**config.mk**
```make
export PLATFORM = sky130hd
export DESIGN_NAME = nor_cmd_engine
export DESIGN_NICKNAME = d
export VERILOG_FILES = /design/src/rtl/nor_cmd_pkg.sv /design/src/rtl/nor_cmd_ctrl.sv /design/src/rtl/nor_cmd_store.sv /design/src/rtl/nor_cmd_engine.sv
export SDC_FILE = /design/constraint.sdc
export NUM_CORES = 2
export LEC_CHECK = 0
export CAP_MARGIN = 25
export CORE_MARGIN = 4
export CORE_UTILIZATION = 41
export CTS_CLUSTER_SIZE = 25
export DETAILED_ROUTE_END_ITERATION = 7
export PLACE_DENSITY_LB_ADDON = 0.1
export SLEW_MARGIN = 20
export SYNTH_ARGS = -nofsm -noshare
export SYNTH_HDL_FRONTEND = slang
export SYNTH_SLANG_ARGS = --single-unit
```
**constraint.sdc**
```tcl
create_clock -name clk -period 11.3 [get_ports clk]
set_input_delay 2.26 -clock clk [delete_from_list [all_inputs] [get_ports clk]]
set_output_delay 2.26 -clock clk [all_outputs]
set_load 0.02 [all_outputs]
```
**src/rtl/nor_cmd_pkg.sv**
```systemverilog
package nor_cmd_pkg;

  // command codes seen on the data bus
  localparam logic [7:0] CMD_READ     = 8'h00;
  localparam logic [7:0] CMD_PROG_A   = 8'h10;
  localparam logic [7:0] CMD_ERASE    = 8'h20;
  localparam logic [7:0] CMD_PROG_B   = 8'h40;
  localparam logic [7:0] CMD_CLEAR    = 8'h50;
  localparam logic [7:0] CMD_LOCK     = 8'h60;
  localparam logic [7:0] CMD_STATUS   = 8'h70;
  localparam logic [7:0] CMD_IDENT    = 8'h90;
  localparam logic [7:0] CMD_QUERY    = 8'h98;
  localparam logic [7:0] CMD_BUFFER   = 8'hE8;
  localparam logic [7:0] CMD_READ_ALT = 8'hF0;
  localparam logic [7:0] CMD_ARRAY    = 8'hFF;
  localparam logic [7:0] CODE_GO      = 8'hD0;
  localparam logic [7:0] CODE_UNLOCK  = 8'h01;

  // status bits
  localparam logic [7:0] ST_READY     = 8'h80;
  localparam logic [7:0] ST_ERASE_ERR = 8'h20;
  localparam logic [7:0] ST_PROG_ERR  = 8'h10;

  typedef struct packed {
    logic prog;   // store wrData at wrAddr this cycle
    logic erase;  // start a sector fill around wrAddr
  } strobe_t;

endpackage

```
**src/rtl/nor_cmd_ctrl.sv**
```systemverilog
module nor_cmd_ctrl
  import nor_cmd_pkg::*;
#(
  parameter int CNT_W = 4
) (
  input  logic       clk,
  input  logic       rstN,
  input  logic       wrEn,
  input  logic       roStrap,
  input  logic       busy,
  input  logic [7:0] wrData,
  output strobe_t    strobe,
  output logic [7:0] statusQ,
  output logic [7:0] modeQ
);

  typedef enum logic [1:0] {CY_IDLE, CY_ARG, CY_DATA, CY_CONFIRM} cycle_e;

  cycle_e             cycQ, cycD;
  logic [7:0]         cmdD, statD;
  logic [CNT_W-1:0]   cntQ, cntD;
  logic               take, goRead;

  assign take = wrEn && !busy;

  always_comb begin
    cycD   = cycQ;
    cmdD   = modeQ;
    statD  = statusQ;
    cntD   = cntQ;
    strobe = '0;
    goRead = 1'b0;
    if (take) begin
      unique case (cycQ)
        CY_IDLE: begin
          case (wrData)
            CMD_READ, CMD_READ_ALT, CMD_ARRAY: goRead = 1'b1;
            CMD_PROG_A, CMD_PROG_B, CMD_LOCK, CMD_QUERY: begin
              cycD = CY_ARG;
              cmdD = wrData;
            end
            CMD_ERASE: begin
              if (roStrap) statD = statD | ST_ERASE_ERR;
              else         strobe.erase = 1'b1;
              statD = statD | ST_READY;
              cycD  = CY_ARG;
              cmdD  = wrData;
            end
            CMD_CLEAR: begin
              statD  = '0;
              goRead = 1'b1;
            end
            CMD_STATUS, CMD_IDENT: cmdD = wrData;
            CMD_BUFFER: begin
              statD = statD | ST_READY;
              cycD  = CY_ARG;
              cmdD  = wrData;
            end
            default: goRead = 1'b1;
          endcase
        end
        CY_ARG: begin
          case (modeQ)
            CMD_PROG_A, CMD_PROG_B: begin
              if (roStrap) statD = statD | ST_PROG_ERR;
              else         strobe.prog = 1'b1;
              statD = statD | ST_READY;
              cycD  = CY_IDLE;
            end
            CMD_ERASE: begin
              if (wrData == CODE_GO) begin
                statD = statD | ST_READY;
                cycD  = CY_IDLE;
              end else goRead = 1'b1;
            end
            CMD_LOCK: begin
              if (wrData == CODE_GO || wrData == CODE_UNLOCK) begin
                statD = statD | ST_READY;
                cycD  = CY_IDLE;
              end else goRead = 1'b1;
            end
            CMD_QUERY: begin
              if (wrData == CMD_ARRAY) goRead = 1'b1;
            end
            CMD_BUFFER: begin
              cntD = wrData[CNT_W-1:0];
              cycD = CY_DATA;
            end
            default: goRead = 1'b1;
          endcase
        end
        CY_DATA: begin
          if (modeQ == CMD_BUFFER) begin
            if (roStrap) statD = statD | ST_PROG_ERR;
            else         strobe.prog = 1'b1;
            statD = statD | ST_READY;
            if (cntQ == '0) begin
              cycD = CY_CONFIRM;
              if (roStrap) statD = statD | ST_PROG_ERR;
            end
            cntD = cntQ - 1'b1;
          end else goRead = 1'b1;
        end
        default: begin
          if (modeQ == CMD_BUFFER && wrData == CODE_GO) begin
            statD = statD | ST_READY;
            cycD  = CY_IDLE;
          end else goRead = 1'b1;
        end
      endcase
      if (goRead) begin
        cycD = CY_IDLE;
        cmdD = CMD_READ;
      end
    end
  end

  always_ff @(posedge clk) begin
    if (!rstN) begin
      cycQ    <= CY_IDLE;
      modeQ   <= CMD_READ;
      statusQ <= ST_READY;
      cntQ    <= '0;
    end else begin
      cycQ    <= cycD;
      modeQ   <= cmdD;
      statusQ <= statD;
      cntQ    <= cntD;
    end
  end

endmodule

```
**src/rtl/nor_cmd_store.sv**
```systemverilog
module nor_cmd_store
  import nor_cmd_pkg::*;
#(
  parameter int MEM_BYTES    = 256,
  parameter int SECTOR_BYTES = 64,
  localparam int ADDR_W      = $clog2(MEM_BYTES),
  localparam int SECT_W      = $clog2(SECTOR_BYTES)
) (
  input  logic              clk,
  input  logic              rstN,
  input  strobe_t           strobe,
  input  logic [ADDR_W-1:0] wrAddr,
  input  logic [7:0]        wrData,
  input  logic [ADDR_W-1:0] rdAddr,
  output logic [7:0]        rdData,
  output logic              busy
);

  logic [7:0]               mem [MEM_BYTES];
  logic [SECT_W-1:0]        idxQ;
  logic [ADDR_W-SECT_W-1:0] baseQ;
  logic                     busyQ;

  assign busy   = busyQ;
  assign rdData = mem[rdAddr];

  always_ff @(posedge clk) begin
    if (!rstN) begin
      busyQ <= 1'b0;
      idxQ  <= '0;
      baseQ <= '0;
      for (int i = 0; i < MEM_BYTES; i++) mem[i] <= '0;
    end else begin
      if (busyQ) begin
        mem[{baseQ, idxQ}] <= 8'hFF;
        idxQ <= idxQ + 1'b1;
        if (idxQ == SECT_W'(SECTOR_BYTES - 1)) busyQ <= 1'b0;
      end else if (strobe.erase) begin
        busyQ <= 1'b1;
        idxQ  <= '0;
        baseQ <= wrAddr[ADDR_W-1:SECT_W];
      end
      if (strobe.prog) mem[wrAddr] <= wrData;
    end
  end

endmodule

```
**src/rtl/nor_cmd_engine.sv**
```systemverilog
module nor_cmd_engine
  import nor_cmd_pkg::*;
#(
  parameter int MEM_BYTES    = 256,
  parameter int SECTOR_BYTES = 64,
  parameter int CNT_W        = 4,
  localparam int ADDR_W      = $clog2(MEM_BYTES)
) (
  input  logic              clk,
  input  logic              rstN,
  input  logic              roStrap,
  input  logic              wrEn,
  input  logic [ADDR_W-1:0] wrAddr,
  input  logic [7:0]        wrData,
  input  logic [ADDR_W-1:0] rdAddr,
  output logic [7:0]        rdData,
  output logic [7:0]        statusOut,
  output logic [7:0]        modeOut,
  output logic              busy
);

  strobe_t strobe;

  nor_cmd_ctrl #(.CNT_W(CNT_W)) ctrl (
    .clk(clk), .rstN(rstN), .wrEn(wrEn), .roStrap(roStrap), .busy(busy),
    .wrData(wrData), .strobe(strobe), .statusQ(statusOut), .modeQ(modeOut)
  );

  nor_cmd_store #(.MEM_BYTES(MEM_BYTES), .SECTOR_BYTES(SECTOR_BYTES)) store (
    .clk(clk), .rstN(rstN), .strobe(strobe), .wrAddr(wrAddr), .wrData(wrData),
    .rdAddr(rdAddr), .rdData(rdData), .busy(busy)
  );

endmodule

```
-- After elaboration in Yosys (flattened, before gate mapping)
Memory sizes are Yosys's and may differ from the RTL's.
Cells that the tools add are included.
W data, S select, Z words.
- bits in registers: 31
- RAM bits: 2048
- input port bits: 28
- output and inout port bits: 25
- logic and storage cells: 140
- memories kept: 1
- memory list (memory ; words ; width ; read ports ; clocked after Yosys merged registers in ; write ports ; line ; RTL):
    store.mem ; 256 ; 8 ; 1 ; 0 ; 256 ; nor_cmd_store.sv:19 ; logic [7:0] mem [MEM_BYTES];
- add/subtract/negate cells: 2
- eq/ne operators: 41
- mux-type cells: 60
- bitwise operators: 1
- reductions and logical operators: 26
- operators by type and width (cell ; count):
    $mux W8 ; 11
    $pmux W8 S3 ; 3
    $eq A8 B8 Y1 const B ; 7
    $eq A8 B7 Y1 const B ; 6
    $mux W1 ; 24
    $reduce_or A8 Y1 ; 3
    $mux W6 ; 3
    $reduce_and A9 Y1 ; 2
    $eq A8 B5 Y1 const B ; 2
    $eq A8 B6 Y1 const B ; 2
    $mux W2 ; 8
    $mux W5 ; 3
    $ne A2 B2 Y1 const B ; 6
    $ne A3 B2 Y1 const B ; 3
    $eq A8 B1 Y1 const B ; 1
    $mux W4 ; 2
    $ne A4 B2 Y1 const B ; 2
    $ne A4 B4 Y1 const B ; 2
    $pmux W2 S4 ; 1
    $pmux W4 S2 ; 1
    $reduce_and A8 Y1 ; 1
    $reduce_bool A2 Y1 ; 4
    $reduce_and A7 Y1 ; 1
    $add A6 B1 Y6 const B ; 1
    27 further kinds ; 31

-- Depth between registers and ports, before layout
- depth in word-level cells: 10
- depth in mapped cells: 13
- depth with buffers taken out: 9

-- Hierarchy
Synthesis repeated with hierarchy kept, for this count alone.
- cell total of the unflattened synthesis: 7687
- area total of the unflattened synthesis: 106529.7 um^2
- by module, submodules not included (module ; times used ; cells each ; area each (um^2) ; sequential area each (um^2)):
    nor_cmd_store ; 1 ; 7503 ; 105165.9 ; 61679.2
    nor_cmd_ctrl ; 1 ; 184 ; 1363.8 ; 340.3

-- Worst setup path before layout
OpenSTA, ideal clock, no wires.
- path type: input to output
- start: input rdAddr[0]
- end: output rdData[0]
- arrival: 4.677 ns
- required time: 9.040 ns
- path slack: 4.363 ns
- stages: 10
- path buffers: 5
- cell sequence: clkbuf_1 > buf_2 > buf_2 > buf_2 > buf_2 > mux4_2 > a221oi_1 > o31ai_1 > nor3_1 > nor3_1
- longest elaborated chain between the ends: 1
- ends and longest elaborated chain (what ; line ; RTL):
    start: declaration ; nor_cmd_engine.sv:15 ; input logic [ADDR_W-1:0] rdAddr,
    $mem_v2 Z256 W8 ; n/a ;
    end: declaration ; nor_cmd_engine.sv:16 ; output logic [7:0] rdData,
No other way between the ends.

-- Worst setup path in the final report
- start: input rdAddr[2]
- end: output rdData[2]
The elaborated chain is that of the path after synthesis.

==> flow_metrics.env <==
export IMPL_post_synth_inst_count=6492
export IMPL_ys_ff_latch=2074
export IMPL_viasPerCell=5.90
export IMPL_critPathKind="input port to output pin"
export IMPL_cts_sinks=2074
export IMPL_yosys_top_cells_area="edfxtp_1 (67%), mux4_2 (13%), nor2_1 (8.3%), clkbuf_1 (1.4%), buf_2 (1.4%)"
export IMPL_drc_errors=0
export IMPL_grt_first_pass_wirelength_mm=422
export IMPL_maxClockFrequency_ghz=0.104
export IMPL_replace_congestion=0.821
export IMPL_drt_initial_drc_count=7258
export IMPL_ctsLongestPathBuffers=3
export IMPL_die_area_sq_um=231000
export IMPL_relSlewSlack_pct=21.5
export IMPL_p_leak_uw=0.0339
export IMPL_hold_viol_final=0
export IMPL_row_count=173
export IMPL_post_cts_repair_setup_buffers=0
export IMPL_synth_enable_flop_cells=2048
export IMPL_cts_hold_buffers=0
export IMPL_routed_via_count=56657
export IMPL_postSynth_asyncResetShare_pct=0
export IMPL_maximum_vdd_drop_mv=0.150
export IMPL_cp_data_required_time_ns=9.04
export IMPL_n_fill_cell=19599
export IMPL_die_width_um=481
export IMPL_tritoncts_clock_tree="yes"
export IMPL_hold_path_depth=2
export IMPL_dominantRegCellSynth="edfxtp_1"
export IMPL_clock_edge_transition_at_the_registers_on_the_reported_setup_and_hold_paths_ns=0.06
export IMPL_wirelength_mm=293
export IMPL_max_cap_violations=0
export IMPL_cts_buffers=223
export IMPL_final_clock_skew_ns=0.0243
export IMPL_core_area_sq_um=222000
export IMPL_cts_root_buffer_cell="clkbuf_16"
export IMPL_pre_cts_slack_ns=1.71
export IMPL_pin_count=53
export IMPL_hold_ws_ns=0.501
export IMPL_rr_worst_depth=12
export IMPL_hpwlAfterDp_mm=183
export IMPL_floorplan_initialDensity_pct=41.2
export IMPL_grt_start_max_net_pins=102
export IMPL_route_detailed_wl_per_inst_um=30.5
export IMPL_drt_pre_antenna_iters=5
export IMPL_die_y_um=481
export IMPL_setup_worst_path_start_class="input port"
export IMPL_gr_total_overflow=0
export IMPL_flow_area_growth_from_synthesis_pct=12.2
export IMPL_post_layout_utilization_of_the_core_pct=46.3
export IMPL_finalWorstPathRequiredPeriod_ns=9.65
export IMPL_yosys_cell_types_count=79
export IMPL_crit_path_max_fanout=28
export IMPL_gr_usage_all_layers_pct=25.2
export IMPL_synthDominantCellAreaShare_pct=67.1
export IMPL_detail_route_antenna_nets=0
export IMPL_numPortBuffers=47
export IMPL_grt_setup_unrepaired="false"
export IMPL_cts_resized=0
export IMPL_synth_top_cell_by_area="edfxtp_1"
export IMPL_final_setup_viol_count=0
export IMPL_cts_htree_levels=4
export IMPL_post_route_period_util_pct=85.4
export IMPL_final_max_slew_viol_count=0
export IMPL_power_density_nw_per_um2=162
export IMPL_final_common_cell="edfxtp_1"
export IMPL_synthesis_yosys_warnings=0
export IMPL_clkLatencyLatePin_ns=0.88
export IMPL_post_synth_instance_area_sq_um=91700
export IMPL_final_cell_mix="edfxtp_1 (2,048), nor2_1 (2,019), mux4_2 (510)"
export IMPL_grt_antenna_before_repair=14
export IMPL_total_power_uw=16700
export IMPL_tightestPinTransition_ns=1.17
export IMPL_final_nets=6467
export IMPL_synth_sequential_area_ratio_pct=67.7
export IMPL_number_of_global_route_vias_before_repair=56651
export IMPL_setup_tns_ns=0
export IMPL_cp_arrival_ns=7.39
export IMPL_r2r_slack_ns=5.89
export IMPL_final_critical_path_setup_slack_ns=1.65
export IMPL_outcome="finished, final reports clean"
export IMPL_hp_class="flip-flop to flip-flop"
export IMPL_kind_of_end_point_of_the_critical_path="output pin"
export IMPL_post_route_cells_drive_above_1_share_pct=18.4
export IMPL_syn_mean_instance_area_sq_um=14.1
-- path summary, 6_finish.rpt --
kind,endpoint,start
setup reg to reg,store.mem[31][6],ctrl.cycQ[0]
hold reg to reg,ctrl.statusQ[7],ctrl.statusQ[7]
setup / recovery,rdData[2],rdAddr[2]
hold / removal,ctrl.statusQ[7],ctrl.statusQ[7]
-- stage by stage --
step | cell area, sq um | instances
2_1_floorplan | 91700 | 6496
3_3_place_gp | 95800 | 9161
3_5_place_dp | 96000 | 9177
4_1_cts | 103000 | 9589
5_1_grt | 103000 | 9598
6_report | 103000 | 9603
-- power by group --
part / switching (uW) / internal, uW / total (uW)
combinational: 624 / 383 / 1010
clock: 3120 / 3830 / 6950
sequential: 72.4 / 8680 / 8750
-- cells in the mapped netlist, types with 20 or more instances --
| master | number |
|---|---|
| a221oi_1 | 68 |
| nor3_1 | 131 |
| o22ai_1 | 63 |
| nand2_1 | 212 |
| o21ai_0 | 232 |
| a21oi_1 | 39 |
| nand2b_1 | 21 |
| a22o_1 | 59 |
| buf_2 | 251 |
| clkbuf_1 | 352 |
| nor2b_1 | 23 |
| buf_1 | 28 |
| edfxtp_1 | 2048 |
| a22oi_1 | 61 |
| nand2_2 | 20 |
| mux4_2 | 510 |
| dfxtp_1 | 26 |
| nand3_1 | 25 |
| mux2i_1 | 45 |
| nor2_1 | 2032 |
-- per-layer routing --
metal	vias up	share of wire, %	GRT usage [%]	wire [um]
met2	2434	48	40.9	142000
met1	29765	41	35.2	121000
met5	-	0	0	0
met3	423	7.2	3.86	21200
li1	24035	-	-	-
met4	0	3.0	7.65	8700
-- worst max-delay path: stages --
cell	delay (ns)
buf_2	0.71
and2_2	0.90
a2111oi_1	0.35
buf_4	0.24
nor4_1	0.96
o31ai_1	0.24
nor3_1	0.86
clkdlybuf4s50_1	0.76
-- flip-flops by register name, indices dropped and copies added (netlist names) --
signal,cells
ctrl.statusQ,3
ctrl.modeQ,8
ctrl.cycQ,2
store.busy,1
store.baseQ,2
store.idxQ,6
store.mem,2048
ctrl.cntQ,4
-- area by class of cell --
| type | count | area, sq um | share of cell area, % |
|---|---|---|---|
| antenna | 8 | 20.0 | 0.0195 |
| clock buffer | 292 | 5860 | 5.70 |
| clock inverter | 120 | 930 | 0.904 |
| inverter | 18 | 67.6 | 0.0657 |
| multi-input combinational | 3762 | 27200 | 26.4 |
| sequential | 2074 | 62000 | 60.3 |
| tap | 2975 | 3720 | 3.62 |
| timing repair buffer | 354 | 3070 | 2.99 |
-- cells by family after synthesis --
group / Yosys count / share of synthesized area, %
buffers and inverters: 660 / 3.11
xor gates and xnor gates: 1 / 0.00956
DFF: 2074 / 67.7
and+or+nand+nor: 2546 / 11.1
other: 1 / 0.00409
muxes: 584 / 13.5
AOI/OAI and AO/OA: 619 / 4.52
adders and majority gates: 7 / 0.0928
Power figures use the tool's default switching activity.
